==> config.mk <==
export PLATFORM = sky130hd
export DESIGN_NAME = win_watchdog
export DESIGN_NICKNAME = d
export VERILOG_FILES = /design/src/rtl/wwin_pkg.sv /design/src/rtl/wwin_regs.sv /design/src/rtl/wwin_counter.sv /design/src/rtl/wwin_fault.sv /design/src/rtl/win_watchdog.sv
export SDC_FILE = /design/constraint.sdc
export NUM_CORES = 1
export LEC_CHECK = 0
export ABC_AREA = 1
export BUFFER_PORTS_ARGS = -buffer_cell sky130_fd_sc_hd__buf_2
export CORE_MARGIN = 5
export CORE_UTILIZATION = 40
export CTS_CLUSTER_DIAMETER = 40
export CTS_CLUSTER_SIZE = 12
export DETAILED_ROUTE_END_ITERATION = 8
export PLACE_DENSITY = 0.63
export SYNTH_ARGS = -nofsm -noshare
export SYNTH_HDL_FRONTEND = slang
export SYNTH_SLANG_ARGS = --single-unit
==> constraint.sdc <==
create_clock -name clk -period 1.71 [get_ports clk]
set_clock_uncertainty 0.1 [all_clocks]
set_input_delay 0.171 -clock clk [delete_from_list [all_inputs] [get_ports clk]]
set_output_delay 0.171 -clock clk [all_outputs]
set_load 0.01 [all_outputs]
==> src/rtl/wwin_pkg.sv <==
// Shared constants and types for the windowed watchdog.
// Assumes byte offsets fit in 5 address bits.
package wwin_pkg;
    localparam int OFS_KEY  = 'h00;
    localparam int OFS_CS   = 'h04;
    localparam int OFS_AUX  = 'h08;
    localparam int OFS_SHUT = 'h0C;
    localparam int OFS_OPEN = 'h10;

    localparam int CS_RUN  = 0;
    localparam int CS_KICK = 8;
    localparam int CS_FLAG = 16;

    typedef enum logic [1:0] {
        PH_IDLE = 2'd0,
        PH_SHUT = 2'd1,
        PH_OPEN = 2'd2,
        PH_TRIP = 2'd3
    } phase_e;
endpackage

==> src/rtl/wwin_regs.sv <==
// Register file: write key, run bit, window lengths and readback.
// Assumes CNT_W <= DATA_W and DATA_W > CS_FLAG; one access per strobe cycle.
module wwin_regs #(
    parameter int DATA_W = 32,
    parameter int ADDR_W = 5,
    parameter int CNT_W  = 32
) (
    input  logic              clk,
    input  logic              rst_n,
    input  logic              bus_sel,
    input  logic              bus_we,
    input  logic [ADDR_W-1:0] bus_addr,
    input  logic [DATA_W-1:0] bus_wdata,
    input  logic              flag_i,
    output logic [DATA_W-1:0] bus_rdata,
    output logic              run_o,
    output logic              key_o,
    output logic              kick_o,
    output logic              clr_o,
    output logic [CNT_W-1:0]  shut_len_o,
    output logic [CNT_W-1:0]  open_len_o
);
    import wwin_pkg::*;

    logic wr, cs_ok;
    logic unused_wdata;

    assign unused_wdata = ^bus_wdata;
    assign wr     = bus_sel && bus_we;
    assign cs_ok  = wr && (bus_addr == ADDR_W'(OFS_CS)) && key_o;
    assign kick_o = cs_ok && bus_wdata[CS_KICK];
    assign clr_o  = cs_ok && bus_wdata[CS_FLAG];

    // Key arms on a write to the key register and is spent by one status write.
    always_ff @(posedge clk) begin
        if (!rst_n)
            key_o <= 1'b0;
        else if (wr && bus_addr == ADDR_W'(OFS_KEY))
            key_o <= bus_wdata[0];
        else if (cs_ok)
            key_o <= 1'b0;
    end

    // Run bit follows accepted status writes.
    always_ff @(posedge clk) begin
        if (!rst_n)
            run_o <= 1'b0;
        else if (cs_ok)
            run_o <= bus_wdata[CS_RUN];
    end

    // Window lengths load only while the timer is stopped.
    always_ff @(posedge clk) begin
        if (!rst_n) begin
            shut_len_o <= '0;
            open_len_o <= '0;
        end else if (wr && !run_o) begin
            if (bus_addr == ADDR_W'(OFS_SHUT))
                shut_len_o <= bus_wdata[CNT_W-1:0];
            if (bus_addr == ADDR_W'(OFS_OPEN))
                open_len_o <= bus_wdata[CNT_W-1:0];
        end
    end

    // Readback mux; the kick bit and the reserved register read as zero.
    always_comb begin
        bus_rdata = '0;
        case (bus_addr)
            ADDR_W'(OFS_KEY):  bus_rdata[0] = key_o;
            ADDR_W'(OFS_CS): begin
                bus_rdata[CS_RUN]  = run_o;
                bus_rdata[CS_FLAG] = flag_i;
            end
            ADDR_W'(OFS_SHUT): bus_rdata = DATA_W'(shut_len_o);
            ADDR_W'(OFS_OPEN): bus_rdata = DATA_W'(open_len_o);
            default:           bus_rdata = '0;
        endcase
    end
endmodule

==> src/rtl/wwin_counter.sv <==
// Two-phase down-counter: closed window, then open window, then trip.
// Assumes kick_i is a single-cycle pulse from an accepted status write.
module wwin_counter #(
    parameter int CNT_W = 32
) (
    input  logic             clk,
    input  logic             rst_n,
    input  logic             run_i,
    input  logic             kick_i,
    input  logic [CNT_W-1:0] shut_len_i,
    input  logic [CNT_W-1:0] open_len_i,
    output wwin_pkg::phase_e phase_o,
    output logic [CNT_W-1:0] cnt_o,
    output logic             kick_bad_o,
    output logic             expire_o
);
    import wwin_pkg::*;

    logic kick_good, at_zero;

    assign at_zero    = (cnt_o == '0);
    assign kick_bad_o = run_i && kick_i && phase_o == PH_SHUT;
    assign kick_good  = run_i && kick_i && phase_o == PH_OPEN;
    assign expire_o   = run_i && phase_o == PH_OPEN && at_zero && !kick_i;

    // Phase sequencing and down-count; a kick in the open window wins over expiry.
    always_ff @(posedge clk) begin
        if (!rst_n || !run_i) begin
            phase_o <= PH_IDLE;
            cnt_o   <= '0;
        end else begin
            case (phase_o)
                PH_IDLE: begin
                    phase_o <= PH_SHUT;
                    cnt_o   <= shut_len_i;
                end
                PH_SHUT: begin
                    if (kick_bad_o) begin
                        phase_o <= PH_TRIP;
                    end else if (at_zero) begin
                        phase_o <= PH_OPEN;
                        cnt_o   <= open_len_i;
                    end else begin
                        cnt_o <= cnt_o - 1'b1;
                    end
                end
                PH_OPEN: begin
                    if (kick_good) begin
                        phase_o <= PH_SHUT;
                        cnt_o   <= shut_len_i;
                    end else if (at_zero) begin
                        phase_o <= PH_TRIP;
                    end else begin
                        cnt_o <= cnt_o - 1'b1;
                    end
                end
                default: phase_o <= PH_TRIP;
            endcase
        end
    end
endmodule

==> src/rtl/wwin_fault.sv <==
// Fault latch: clearable status flag plus a reset request held until reset.
// Assumes a fault and a clear in the same cycle resolve to the fault.
module wwin_fault (
    input  logic clk,
    input  logic rst_n,
    input  logic kick_bad_i,
    input  logic expire_i,
    input  logic clr_i,
    output logic flag_o,
    output logic rst_req_o
);
    logic hit;
    assign hit = kick_bad_i || expire_i;

    // Status flag: set by a fault, cleared by write-one under the key.
    always_ff @(posedge clk) begin
        if (!rst_n)
            flag_o <= 1'b0;
        else if (hit)
            flag_o <= 1'b1;
        else if (clr_i)
            flag_o <= 1'b0;
    end

    // Reset request: sticky until block reset.
    always_ff @(posedge clk) begin
        if (!rst_n)
            rst_req_o <= 1'b0;
        else if (hit)
            rst_req_o <= 1'b1;
    end
endmodule

==> src/rtl/win_watchdog.sv <==
// Windowed watchdog top: wires register file, counter and fault latch.
// Assumes a single synchronous clock and a simple one-cycle access port.
module win_watchdog #(
    parameter int DATA_W = 32,
    parameter int ADDR_W = 5,
    parameter int CNT_W  = 32
) (
    input  logic              clk,
    input  logic              rst_n,
    input  logic              bus_sel,
    input  logic              bus_we,
    input  logic [ADDR_W-1:0] bus_addr,
    input  logic [DATA_W-1:0] bus_wdata,
    output logic [DATA_W-1:0] bus_rdata,
    output logic              irq_flag,
    output logic              rst_req
);
    import wwin_pkg::*;

    logic             run_w, key_w, kick_w, clr_w, kick_bad_w, expire_w;
    logic [CNT_W-1:0] shut_len_w, open_len_w, cnt_w;
    phase_e           phase_w;

    wwin_regs #(.DATA_W(DATA_W), .ADDR_W(ADDR_W), .CNT_W(CNT_W)) u_regs (
        .clk(clk), .rst_n(rst_n), .bus_sel(bus_sel), .bus_we(bus_we),
        .bus_addr(bus_addr), .bus_wdata(bus_wdata), .flag_i(irq_flag),
        .bus_rdata(bus_rdata), .run_o(run_w), .key_o(key_w), .kick_o(kick_w),
        .clr_o(clr_w), .shut_len_o(shut_len_w), .open_len_o(open_len_w)
    );

    wwin_counter #(.CNT_W(CNT_W)) u_cnt (
        .clk(clk), .rst_n(rst_n), .run_i(run_w), .kick_i(kick_w),
        .shut_len_i(shut_len_w), .open_len_i(open_len_w),
        .phase_o(phase_w), .cnt_o(cnt_w),
        .kick_bad_o(kick_bad_w), .expire_o(expire_w)
    );

    wwin_fault u_fault (
        .clk(clk), .rst_n(rst_n), .kick_bad_i(kick_bad_w), .expire_i(expire_w),
        .clr_i(clr_w), .flag_o(irq_flag), .rst_req_o(rst_req)
    );
endmodule

==> summary.md <==
| Metric | Value |
|---|---|
| DRC viols | `0` |
| CP max FO | `5` |
| Synthesized area per cell | `6.139 um2` |
| Fin crit share | `113.4%` |
| DRT Wirelength | `22100 um` |
| DRT iter0 DRCs | `648` |
| Hold Crit Start | `bus_wdata[5]` |
| Area grow syn2layout | `46.82%` |
| DR pass1 iterations | `5` |
| Synth cell types | `37` |
| CTS Sinks | `102` |
| R2r worst-path depth | `14` |
| Clk slew on worst S/H paths | `80 ps` |
| Multi-input logic area | `3989 um2` |
| Max Freq | `515.6 MHz` |
| Antenna Nets Post-Route | `0` |
| Antenna violations before repair | `0` |
| Critical Path Source Type | `register` |
| Pin slew with the least headroom to its limit | `399.1 ps` |
| Crit Path Class | `reg2reg` |
| Syn_nets | `1050` |
| GPL Wtd Cong | `0.9310` |
| Vias per cell | `5.178` |
| H-tree depth | `3` |
| Max Cap Violations | `0` |
| Critical Path AT | `2140 ps` |
| WHS Endpoint | `u_regs.shut_len_o[5]$_SDFFE_PN0P_` |
| Total Nets Final | `1279` |
| Die Span Y | `134.1 um` |
| Failing checks | `setup timing` |
| Worst Hold Slack | `3.692 ps` |
| Overflow left after global routing | `0` |
| Fraction of layout cells with a size suffix above 1 | `32.01%` |
| Via count | `7379` |
| Seq/Total Area, Yosys | `33.16%` |
| Hold Fails Final Rpt | `0` |
| Final setup fails | `36` |
| Gr usage total | `24.22%` |
| First-pass GRT wire length | `35020 um` |
| Final instance area | `9040 um2` |
| RSZ-0062 raised after global routing | `true` |
| Dpl cells | `1357` |
| Die span in x | `134.1 um` |
| Primary FF master, synth | `dfxtp_1` |
| PD cells | `523.7 nW/um2` |
| RR Startpoint | `u_cnt.cnt_o[2]$_SDFFE_PP0P_` |
| Mapped cell area | `6157 um2` |
| Io pins | `75` |
| IO buf count | `74` |
| Number of flops mapped to enable cells by yosys | `0` |
| CTS tree | `yes` |
| ANT cells | `0` |
| Asr flop ratio synth | `0%` |
| CTS max path bufs | `2` |
| Hpwl dp | `16160 um` |
| Critical R2R Capture | `u_cnt.cnt_o[19]$_SDFFE_PP0P_` |
| Pin count of the biggest net entering global routing | `41` |
| Post-Synthesis Cells | `1003` |
| Setup WS pre-CTS | `-276.6 ps` |
| Fin crit period | `1939 ps` |
| Row Count | `45` |
| Final Slew Violations | `0` |
| Die area | `17970 um2` |
| VDD IR max | `0.6088 mV` |
| Slew HR | `73.36%` |
| Finished Layout Cells | `1425` |
| Hold depth | `3` |
| Storage element area | `2063 um2` |
| Final WS setup | `-229.3 ps` |
| Power Total | `4734 uW` |
| Post-DP Area | `7745 um2` |
| Filler cell count | `1395` |
| Core outline area | `15150 um2` |
| Worst setup EP type | `register` |
| Synth warn | `0` |
| Static leakage | `0.004013 uW` |
| Reg2reg setup slack | `-230 ps` |
| Wire length per cell | `15.51 um` |
| Status | `finished, violations left` |
| Min-Delay Path Class | `in2reg` |
| Root Driver | `clkbuf_16` |
| Worst-skew pair later-pin latency | `370 ps` |
| WP data required | `1910 ps` |
| Vias in the first global route | `6933` |
| Synthesized flop and latch total | `102` |
| Starting Density | `40.65%` |
| CTS buffer count | `9` |
-- Yosys cell counts, types with 3 or more instances --
cell type | count | share of area [%]
nand2_1 | 237 | 14
dfxtp_1 | 102 | 33
o211ai_1 | 6 | 0.73
buf_6 | 3 | 0.55
inv_2 | 5 | 0.30
inv_1 | 84 | 5.1
xnor2_1 | 4 | 0.57
o22ai_1 | 10 | 1.0
o21ai_0 | 118 | 9.6
nor3_1 | 5 | 0.41
clkbuf_1 | 34 | 2.1
xor2_1 | 13 | 1.8
nand4_1 | 5 | 0.51
o21ai_1 | 4 | 0.33
nand3_1 | 64 | 5.2
nor2_4 | 3 | 0.55
clkinv_1 | 3 | 0.18
nor2_1 | 166 | 10
nor2_2 | 3 | 0.30
nand2_2 | 3 | 0.30
a21oi_1 | 100 | 8.1
ha_1 | 6 | 1.2
buf_2 | 6 | 0.49
-- power breakdown --
| group | internal (uW) | switching [uW] |
|---|---|---|
| Sequential | 2380 | 7.65 |
| Clock | 1040 | 1070 |
| Combinational | 120 | 115 |
| Total | 3540 | 1200 |
-- sequential cells by signal, indices dropped and copies added (netlist names) --
register,cells
u_fault.rst_req_o,1
u_regs.open_len_o,32
u_regs.run_o,1
u_regs.shut_len_o,32
u_cnt.phase_o,2
u_cnt.cnt_o,32
u_fault.flag_o,1
u_regs.key_o,1
-- worst max-delay path: stages, from the launching register on --
cell and delay (ps):
dfxtp_2 340, buf_4 150, inv_4 60, nand2_2 70
nor2_2 140, nand3_2 130, nor2_8 150, buf_6 140
buf_6 110, nand3_1 70, nand2_1 90, nor2_1 40
o21ai_0 60, nand2_1 90, a21oi_1 120
-- worst max path at each step --
stage | to | depth (start not counted) | start
finish | u_cnt.cnt_o[19]$_SDFFE_PP0P_ | 14 | u_cnt.cnt_o[2]$_SDFFE_PP0P_
global route | u_cnt.cnt_o[18]$_SDFFE_PP0P_ | 13 | u_cnt.cnt_o[5]$_SDFFE_PP0P_
CTS | u_cnt.cnt_o[18]$_SDFFE_PP0P_ | 13 | u_cnt.cnt_o[9]$_SDFFE_PP0P_
detailed placement | u_cnt.cnt_o[18]$_SDFFE_PP0P_ | 11 | u_cnt.cnt_o[1]$_SDFFE_PP0P_
global placement | u_cnt.cnt_o[18]$_SDFFE_PP0P_ | 11 | u_cnt.cnt_o[0]$_SDFFE_PP0P_
floorplan | u_cnt.cnt_o[13]$_SDFFE_PP0P_ | 10 | u_cnt.phase_o[0]$_SDFFE_PP0P_
-- cells in the final DEF, fill, tap and decap left out, types with 3 or more instances in the layout --
cell           count
nand2_1          209
buf_4            137
nor2_1           130
o21ai_0          101
a21oi_1           87
dfxtp_1           87
inv_1             76
buf_2             74
nand3_1           54
dlygate4sd3_1     29
nor2_2            28
nand2_2           28
nor2_4            14
o21ai_1           14
dfxtp_2           14
a21oi_2           12
buf_6             12
nand3_2           11
xor2_1            11
buf_12            11
o22ai_1           10
clkbuf_16         10
inv_2              8
o21ai_2            6
o211ai_1           6
nand4_1            5
nor3_1             5
inv_4              4
nand2_4            4
xnor2_1            4
clkinv_8           3
ha_4               3
-- final cells by class --
type | count | share of cell area (%)
clock buffer | 9 | 2.491
clock inverter | 7 | 0.8581
inverter | 92 | 4.083
multi-input combinational | 762 | 44.12
sequential | 102 | 22.82
tap | 188 | 2.602
timing repair buffer | 264 | 22.89
timing repair inverter | 1 | 0.1246
-- cells by family after synthesis --
group                      synth area share [%]
DFF                                       33.16
adders and majority gates                 1.219
buffers and inverters                     9.083
AOI/OAI and AO/OA                         20.89
and+or+nand+nor                           33.23
xor gates and xnor gates                  2.418
-- through the flow --
step,setup TNS (ps),utilization (%)
global placement,-4710,51.14
floorplan,-3.310,-
detailed placement,-5635,51.14
global route,-9915,59.69
finish,-5697,59.69
CTS,-3981,57.59
-- metal layers --
metal	wire [um]	vias up	global-route usage, %	share of wire, %
met5	0	-	0	0
met4	610	0	8.597	2.8
met3	1557	49	4.126	7.0
met2	10140	289	38.74	46
met1	9786	3327	33.07	44
li1	-	3714	-	-
-- what timing repair did --
action / CTS / global route
endpoints found under the hold margin: 41 / 0
setup buffers: 11 / 10
hold buffers: 29 / 0
pin swaps: 44 / 33
resized for setup: 86 / 87
endpoints found under the setup margin: 35 / 36
cloned: 3 / 2
(Power assumes the default switching activity.)
